===== src/rtl/ldst_pkg.sv =====
package ldst_pkg;
  typedef enum logic [1:0] {
    SZ_BYTE  = 2'b00,
    SZ_HALF  = 2'b01,
    SZ_WORD  = 2'b10,
    SZ_WORD2 = 2'b11
  } acc_size_e;

  function automatic logic [2:0] size_nbytes(input logic [1:0] sz);
    case (sz)
      2'b00:   return 3'd1;
      2'b01:   return 3'd2;
      default: return 3'd4;
    endcase
  endfunction
endpackage


===== src/rtl/ldst_ea_gen.sv =====
module ldst_ea_gen #(
  parameter int XLEN   = 32,
  parameter int DISP_W = 16
) (
  input  logic              indexed,
  input  logic              base_zero,
  input  logic [XLEN-1:0]   base_val,
  input  logic [DISP_W-1:0] disp_imm,
  input  logic [XLEN-1:0]   index_val,
  output logic [XLEN-1:0]   ea
);
  localparam int SX_W = XLEN - DISP_W;

  logic [XLEN-1:0] base_eff;
  logic [XLEN-1:0] disp_sx;
  logic [XLEN-1:0] addend;

  always_comb begin
    base_eff = (base_zero && !indexed) ? '0 : base_val;
    disp_sx  = {{SX_W{disp_imm[DISP_W-1]}}, disp_imm};
    addend   = indexed ? index_val : disp_sx;
    ea       = base_eff + addend;
  end
endmodule


===== src/rtl/ldst_lane_dec.sv =====
module ldst_lane_dec #(
  parameter int XLEN = 32
) (
  input  logic [1:0]        acc_size,
  input  logic [XLEN/8-1:0] ea_low_unused,
  input  logic [1:0]        ea_low,
  output logic [1:0]        offset,
  output logic              misalign,
  output logic [XLEN/8-1:0] lane_mask
);
  import ldst_pkg::*;
  localparam int LANES = XLEN / 8;

  logic [2:0] nbytes;
  logic [1:0] align_mask;

  always_comb begin
    nbytes     = size_nbytes(acc_size);
    align_mask = 2'(nbytes - 3'd1);
    misalign   = (ea_low & align_mask) != 2'b00;
    offset     = ea_low & ~align_mask;
  end

  for (genvar j = 0; j < LANES; j++) begin : g_lane
    localparam int K = LANES - 1 - j;
    always_comb begin
      lane_mask[j] = (K >= int'(offset)) && (K < int'(offset) + int'(nbytes));
    end
  end

  logic unused_ok;
  assign unused_ok = ^ea_low_unused;
endmodule


===== src/rtl/ldst_load_fmt.sv =====
module ldst_load_fmt #(
  parameter int XLEN = 32
) (
  input  logic [XLEN-1:0] mem_word,
  input  logic [1:0]      acc_size,
  input  logic [1:0]      offset,
  input  logic            sign_mode,
  output logic [XLEN-1:0] ld_data
);
  localparam int LANES = XLEN / 8;

  logic [7:0]  be_byte [LANES];
  logic [7:0]  b_sel;
  logic [15:0] h_sel;

  for (genvar k = 0; k < LANES; k++) begin : g_byte
    assign be_byte[k] = mem_word[XLEN-1-8*k -: 8];
  end

  always_comb begin
    b_sel = be_byte[offset];
    h_sel = {be_byte[offset], be_byte[2'(offset + 2'd1)]};
    case (acc_size)
      2'b00:   ld_data = {{(XLEN-8){sign_mode & b_sel[7]}}, b_sel};
      2'b01:   ld_data = {{(XLEN-16){sign_mode & h_sel[15]}}, h_sel};
      default: ld_data = mem_word;
    endcase
  end
endmodule


===== src/rtl/ldst_store_fmt.sv =====
module ldst_store_fmt #(
  parameter int XLEN = 32
) (
  input  logic [XLEN-1:0]   store_src,
  input  logic [1:0]        acc_size,
  input  logic [XLEN/8-1:0] lane_mask,
  output logic [XLEN-1:0]   wr_data
);
  localparam int LANES = XLEN / 8;

  logic [XLEN-1:0] rep;
  logic [XLEN-1:0] bit_mask;

  always_comb begin
    case (acc_size)
      2'b00:   rep = {LANES{store_src[7:0]}};
      2'b01:   rep = {(LANES/2){store_src[15:0]}};
      default: rep = store_src;
    endcase
  end

  for (genvar j = 0; j < LANES; j++) begin : g_mask
    assign bit_mask[8*j +: 8] = {8{lane_mask[j]}};
  end

  assign wr_data = rep & bit_mask;
endmodule


===== src/rtl/ldst_align_unit.sv =====
module ldst_align_unit #(
  parameter int XLEN   = 32,
  parameter int DISP_W = 16
) (
  input  logic              clk,
  input  logic              rst,
  input  logic              req_valid,
  input  logic              is_store,
  input  logic [1:0]        acc_size,
  input  logic              sign_mode,
  input  logic              addr_indexed,
  input  logic              base_zero,
  input  logic [XLEN-1:0]   base_val,
  input  logic [DISP_W-1:0] disp_imm,
  input  logic [XLEN-1:0]   index_val,
  input  logic [XLEN-1:0]   mem_word,
  input  logic [XLEN-1:0]   store_src,
  output logic              rsp_valid,
  output logic [XLEN-1:0]   eff_addr,
  output logic [XLEN-1:0]   ld_data,
  output logic [XLEN/8-1:0] lane_we,
  output logic [XLEN-1:0]   wr_data,
  output logic              misalign
);
  localparam int LANES = XLEN / 8;

  logic [XLEN-1:0]  ea_c;
  logic [1:0]       off_c;
  logic             mis_c;
  logic [LANES-1:0] mask_c;
  logic [XLEN-1:0]  ld_c;
  logic [XLEN-1:0]  st_c;

  ldst_ea_gen #(.XLEN(XLEN), .DISP_W(DISP_W)) u_ea (
    .indexed   (addr_indexed),
    .base_zero (base_zero),
    .base_val  (base_val),
    .disp_imm  (disp_imm),
    .index_val (index_val),
    .ea        (ea_c)
  );

  ldst_lane_dec #(.XLEN(XLEN)) u_dec (
    .acc_size      (acc_size),
    .ea_low_unused (ea_c[LANES-1:0]),
    .ea_low        (ea_c[1:0]),
    .offset        (off_c),
    .misalign      (mis_c),
    .lane_mask     (mask_c)
  );

  ldst_load_fmt #(.XLEN(XLEN)) u_ld (
    .mem_word  (mem_word),
    .acc_size  (acc_size),
    .offset    (off_c),
    .sign_mode (sign_mode),
    .ld_data   (ld_c)
  );

  ldst_store_fmt #(.XLEN(XLEN)) u_st (
    .store_src (store_src),
    .acc_size  (acc_size),
    .lane_mask (mask_c),
    .wr_data   (st_c)
  );

  always_ff @(posedge clk) begin
    if (rst || !req_valid) begin
      rsp_valid <= 1'b0;
      eff_addr  <= '0;
      ld_data   <= '0;
      lane_we   <= '0;
      wr_data   <= '0;
      misalign  <= 1'b0;
    end else begin
      rsp_valid <= 1'b1;
      eff_addr  <= ea_c;
      misalign  <= mis_c;
      ld_data   <= is_store ? '0 : ld_c;
      lane_we   <= is_store ? mask_c : '0;
      wr_data   <= is_store ? st_c : '0;
    end
  end
endmodule


===== config.mk =====
export PLATFORM = sky130hd
export DESIGN_NAME = ldst_align_unit
export DESIGN_NICKNAME = d
export VERILOG_FILES = /design/src/rtl/ldst_pkg.sv /design/src/rtl/ldst_ea_gen.sv /design/src/rtl/ldst_lane_dec.sv /design/src/rtl/ldst_load_fmt.sv /design/src/rtl/ldst_store_fmt.sv /design/src/rtl/ldst_align_unit.sv
export SDC_FILE = /design/constraint.sdc
export NUM_CORES = 1
export LEC_CHECK = 0
export ABC_AREA = 1
export BUFFER_PORTS_ARGS = -buffer_cell sky130_fd_sc_hd__buf_2
export CORE_UTILIZATION = 40
export CTS_CLUSTER_SIZE = 28
export DETAILED_ROUTE_END_ITERATION = 6
export GPL_TIMING_DRIVEN = 0
export HOLD_SLACK_MARGIN = 0.03
export PLACE_DENSITY = 0.77
export SLEW_MARGIN = 20
export SYNTH_ARGS = -nofsm -noshare
export SYNTH_HDL_FRONTEND = slang
export SYNTH_SLANG_ARGS = --single-unit
export TNS_END_PERCENT = 10

===== constraint.sdc =====
create_clock -name clk -period 3.1 [get_ports clk]
set_input_delay 0.155 -clock clk [delete_from_list [all_inputs] [get_ports clk]]
set_output_delay 0.155 -clock clk [all_outputs]
set_load 0.02 [all_outputs]

== Yosys cells after proc, flatten, opt, wreduce, memory -nomap -nowiden ==
Index checks and enable logic that the tools add are counted.

* Logic and storage cells: 51
* Input port bits: 153
* Flip-flop bits (word level): 102

* Order comparisons: 9
* Add/sub/neg operators: 4
* Reduce and logical (&&, ||, !) cells: 11
* Multiplexer cells: 12
* Bitwise operators: 8
* Equality and inequality tests: 1

{| class="wikitable"
|+ Operators by type and width
! operator !! number
|-
| one-hot mux 32 bit (2 select lines) || 2
|-
| less-than comparator 3 x 32 -> 1 bit (first input constant) || 2
|-
| two-way mux 32 bit || 2
|-
| adder 32 bit || 1
|-
| AND 32 bit || 1
|-
| binary-select mux 8 bit (select 2 bit) || 2
|-
| less-than comparator 1 x 32 -> 1 bit (first input constant) || 1
|-
| less-than comparator 2 x 32 -> 1 bit (first input constant) || 1
|-
| two-way mux 8 bit || 4
|-
| greater-or-equal comparator 3 bit (second input constant) || 2
|-
| inverter 2 -> 3 bit || 2
|-
| one-hot mux 3 bit (2 select lines) || 1
|-
| adder 2 x 3 -> 4 bit || 1
|-
| AND 2 bit || 2
|-
| greater-or-equal comparator 1 x 2 -> 1 bit (first input constant) || 2
|-
| logical AND 1 bit || 4
|-
| OR reduction 2 bit || 2
|-
| adder 2 x 1 -> 2 bit (second input constant) || 1
|-
| equality test 2 x 1 -> 1 bit (second input constant) || 1
|-
| greater-or-equal comparator 2 bit (first input constant) || 1
|-
| zero test 1 bit || 2
|-
| zero test 2 bit || 1
|-
| inverter 2 bit || 1
|-
| nonzero test 2 bit || 1
|-
| other kinds (5) || 5
|}

== Logic depth before layout (Yosys ltp) ==
* Word-level depth: 11
* Gate-level depth with buffers: 21

== Cells and area by module ==
Synthesis repeated with hierarchy kept, for this count alone.

* Cells, all modules: 1345
* Area, all modules: 7536.0 um^2

{| class="wikitable"
|+ By module, submodules not included
! module !! cells an instance !! instances !! seq. area each (um^2) !! area an instance (um^2)
|-
| ldst_ea_gen || 649 || 1 || 0.0 || 2916.5
|-
| ldst_align_unit || 319 || 1 || 2042.0 || 2875.3
|-
| ldst_load_fmt || 218 || 1 || 0.0 || 984.7
|-
| ldst_store_fmt || 120 || 1 || 0.0 || 564.3
|-
| ldst_lane_dec || 39 || 1 || 0.0 || 195.2
|}

== Worst setup path after synthesis ==
No wires, ideal clock.

* Kind: input to register
* From: input port addr_indexed
* To: register ld_data[0]
* Data required time: 2991 ps
* Data arrival time: 2994 ps
* Path buffers: 3
* Slack: -3 ps
* Cell stages on the path: 19
* Setup time: 109 ps
* Cells stage by stage: buf_2 -> clkinv_1 -> nand2_1 -> inv_1 -> clkbuf_1 -> nor2_1 -> ha_1 -> inv_1 -> fa_1 -> nor2_8 -> inv_4 -> ha_1 -> inv_1 -> clkbuf_1 -> o211ai_1 -> nand3_1 -> nand3_1 -> nand2_1 -> inv_1

* Cells in the longest elaborated chain, start to end: 11

{| class="wikitable"
|+ RTL lines
! element !! RTL line !! text
|-
| start, declared || ldst_align_unit.sv:11 || <nowiki>input logic addr_indexed,</nowiki>
|-
| zero test 1 bit || ldst_ea_gen.sv:19 || <nowiki>base_eff = (base_zero && !indexed) ? '0 : base_val;</nowiki>
|-
| logical AND 1 bit || ldst_ea_gen.sv:19 ||
|-
| two-way mux 32 bit || ldst_ea_gen.sv:19 ||
|-
| adder 32 bit * || ldst_ea_gen.sv:22 || <nowiki>ea = base_eff + addend;</nowiki>
|-
| AND 2 bit * || ldst_lane_dec.sv:21 || <nowiki>offset = ea_low & ~align_mask;</nowiki>
|-
| adder 2 x 1 -> 2 bit || ldst_load_fmt.sv:22 || <nowiki>h_sel = {be_byte[offset], be_byte[2'(offset + 2'd1)]};</nowiki>
|-
| inverter 2 -> 3 bit (not written as such) || ldst_load_fmt.sv:22 ||
|-
| binary-select mux 8 bit (select 2 bit) || ldst_load_fmt.sv:22 ||
|-
| two-way mux 8 bit (not written as such) (2 in a row) || ldst_load_fmt.sv:22 ||
|-
| one-hot mux 32 bit (2 select lines) * || ldst_load_fmt.sv:23 || <nowiki>case (acc_size)</nowiki>
|-
| end signal, assigned || ldst_align_unit.sv:79 || <nowiki>ld_data <= is_store ? '0 : ld_c;</nowiki>
|-
| end, declared || ldst_align_unit.sv:20 || <nowiki>output logic [XLEN-1:0] ld_data,</nowiki>
|}

Mark *: on every way between the ends. The rest lies on a longest branch, timed or not. The select of a mux whose other input is x is not followed.
A chain may end at the register's enable or synchronous reset.

== Final worst setup path ==
* From: input port addr_indexed
* To: register ld_data[1]

Same word-level chain as after synthesis.

==> flow_summary_export.csv <==
group,metric,value,unit
worst_setup_path,endpoint,"ld_data[1]$_SDFF_PP0_",
timing,finalSetupViolCount,0,
grt,grt_pass1_wl,35500,um
worst_setup_path,start_kind,"primary input",
worst_setup_path,crit_path_max_fanout,11,
worst_setup_path,path_cells,"clkbuf_4 -> clkinv_4 -> nand2_2 -> clkinvlp_4 -> nor2_1 -> ha_1 -> inv_1 -> fa_1 -> nor2_8 -> inv_4 -> ha_1 -> inv_1 -> clkbuf_4 -> o211ai_1 -> nand3_1 -> nand3_1 -> nand2_1 -> inv_1",
final_layout,final_util,52.7,%
grt,grt_max_degree,22,
grt,grt_pass1_vias,7492,
synthesis,yosysWarnings,0,
final_layout,final_nets,1624,
worst_setup_path,crit_type,"in -> reg",
placed_design,routabilityCongestion,0.924,
timing,worstMarginPinSlew,0.645,ns
final_layout,area_delta_synth_final,27.9,%
routing,drt-initial-drc-count,499,
clock_network,cts.path.max_buffers,2,
timing,max_clock_freq,346,MHz
outcome,outcome,"complete, no violations",
placed_design,place_hpwl,17900,um
routing,routed_wl,22400,um
routing,wire_per_inst,13.5,um
placed_design,io_buffer_count,253,
grt,grt.total_usage,25.3,%
routing,first_pass_iters,5,
synthesis,yosys-top-cells-count,"nand2_1, inv_1, nor2_1, dfxtp_1, a21oi_1",
synthesis,ys_async_sr_fraction,0,%
clock_network,h-tree-depth,3,
floorplanning,fp.coreArea,0.0167,mm^2
hold_path,hold_path_class,"in -> reg",
synthesis,synth_top_area_share,29.7,%
worst_setup_path,crit_path_end_kind,"flop",
timing,timing.hold.ws,0.0379,ns
worst_setup_path,crit_top_cell,"inv_1",
routing,postRouteAntennaNets,0,
clock_network,cts-root-buf,"clkbuf_16",
floorplanning,pin_count,255,
pwr,power.leakage,5.27,nW
timing,rsz0062_at_grt,"no",
flow_run,drv_cap,0,
worst_setup_path,required,3.37,ns
floorplanning,num_rows,47,
routing,num_vias,7944,
final_layout,n_antenna_cell,0,
clock_network,clk_pin_slew,0.08,ns
timing,drv_slew,0,
clock_network,numCtsBuffers,9,
synthesis,ys_top_cells_by_area,"dfxtp_1, nand2_1, inv_1, nor2_1, ha_1",
synthesis,ys_ff_latch,102,
worst_setup_path,slowest_delay,0.56,ns
worst_setup_path,arrival,3.16,ns
clock_network,cts_tree,"built",
floorplanning,die_w,133,um
routing,drc,0,
floorplanning,initial_core_util,41.2,%
synthesis,syn_area_per_cell,5.89,um^2
synthesis,synth_enable_flop_cells,0,
clock_network,clock_sinks,102,
pwr,peakVddDrop,275,uV
worst_setup_path,critPathLaunch,"addr_indexed",
synthesis,syn-num-nets,1356,
floorplanning,die_height,133,um
worst_setup_path,slowest_stage,"fa_1",
synthesis,synth_top_area_cell,"dfxtp_1",
timing,hold_viol,0,
routing,viasPerCell,4.79,
synthesis,synthCells,1167,
floorplanning,design.die.area,0.0177,mm^2
pwr,finalPower,0.00379,W
timing,fin_crit,2.89,ns
pwr,powerDensity,431,mW/mm^2
timing,post-route-period-util,93.2,%
synthesis,yosysMostFrequentCell,"nand2_1",
synthesis,synth_seq_area_share,29.7,%
grt,antenna_found_initial,0,
synthesis,synth_cell_types,35,
timing,relSlewSlack,57.0,%
synthesis,ys.flop_type,"dfxtp_1",
final_layout,drive_gt1_share,21.9,%
grt,grt_overflow,0,
synthesis,syn_area,0.00688,mm^2
final_layout,nFillCells,1735,
==> metal layers <==
metal,routed length [um],global-route usage [%]
met1,9240,29.0
met2,11000,46.5
met3,1450,3.27
met4,768,11.3
met5,0,0
==> final cells by class <==
class	count	area (um^2)	area share [%]
multi-input combinational	824	3880	44.2
sequential	102	2040	23.2
clock buffer	9	225	2.56
tap	220	275	3.13
buffer	30	161	1.84
inverter	210	802	9.12
clock inverter	7	91.3	1.04
timing repair buffer	258	1310	14.9
==> placed cells by master, fill, tap and decap left out, types with 7 or more instances in the layout <==
cell	count
nor2_1	167
ha_1	35
o21ai_0	25
o211ai_1	20
o221ai_1	7
dfxtp_1	102
nand3_1	41
inv_1	200
nor3_1	8
clkbuf_1	15
a21oi_1	66
clkbuf_16	9
o21ai_1	13
nand2_1	406
buf_2	261
==> per-stage QoR <==
| step | TNS (ns) | instances | setup WS [ns] | instance area (um^2) |
|---|---|---|---|---|
| 2_1_floorplan | 0 | 1167 | 0.112 | 6880 |
| 3_3_place_gp | -40.03 | 1640 | -1.08 | 8420 |
| 3_5_place_dp | -42.83 | 1640 | -1.06 | 8420 |
| 4_1_cts | 0 | 1660 | 0.0768 | 8790 |
| 5_1_grt | 0 | 1660 | 0.0263 | 8790 |
| 6_report | 0 | 1660 | 0.212 | 8790 |
==> worst min-delay path by stage <==
stage | startpoint | end | cells past startpoint | slack [ns]
after floorplan | store_src[0] | wr_data[0]$_SDFF_PP0_ | 2 | 0.29
after global placement | store_src[23] | wr_data[23]$_SDFF_PP0_ | 3 | 0.41
after detailed placement | store_src[21] | wr_data[21]$_SDFF_PP0_ | 3 | 0.41
after CTS | store_src[22] | wr_data[22]$_SDFF_PP0_ | 3 | 0.03
after global routing | store_src[4] | wr_data[4]$_SDFF_PP0_ | 3 | 0.04
final | store_src[19] | wr_data[19]$_SDFF_PP0_ | 3 | 0.04
==> sequential cells by signal (all words and copies together) (netlist names) <==
name	flops
eff_addr	32
misalign	1
ld_data	32
wr_data	32
lane_we	4
rsp_valid	1
==> critical path: cells and delay by family <==
family | cells | cell delay [ns]
and+or+nand+nor | 6 | 0.69
adders and majority gates | 3 | 1.09
AOI/OAI and AO/OA | 1 | 0.15
buffers and inverters | 8 | 1.07
==> where the power goes <==
| part | leakage [nW] | internal [W] | switching [W] |
|---|---|---|---|
| clock | 0.151 | 0.000579 | 0.000618 |
| sequential | 0.831 | 0.00137 | 0.0000170 |
| combinational | 4.29 | 0.000417 | 0.000783 |
| total | 5.27 | 0.00237 | 0.00142 |
==> cells by family after synthesis <==
kind of cell | after synthesis | share of synthesized area, %
compound gates | 142 | 11.9
xor+xnor | 1 | 0.127
fa+ha+maj | 36 | 6.66
buf+inv | 241 | 13.8
flops | 102 | 29.7
simple gates | 645 | 37.8
==> timing repair <==
item                                    4_1_cts  5_1_grt
hold buffers                                  3        0
hold endpoints to repair                      3        0
buffers inserted                              2        0
gates resized for setup                       5        3
endpoints found under the setup margin       61       18
pin swaps                                     1        0
Power figures use the tool's default switching activity.
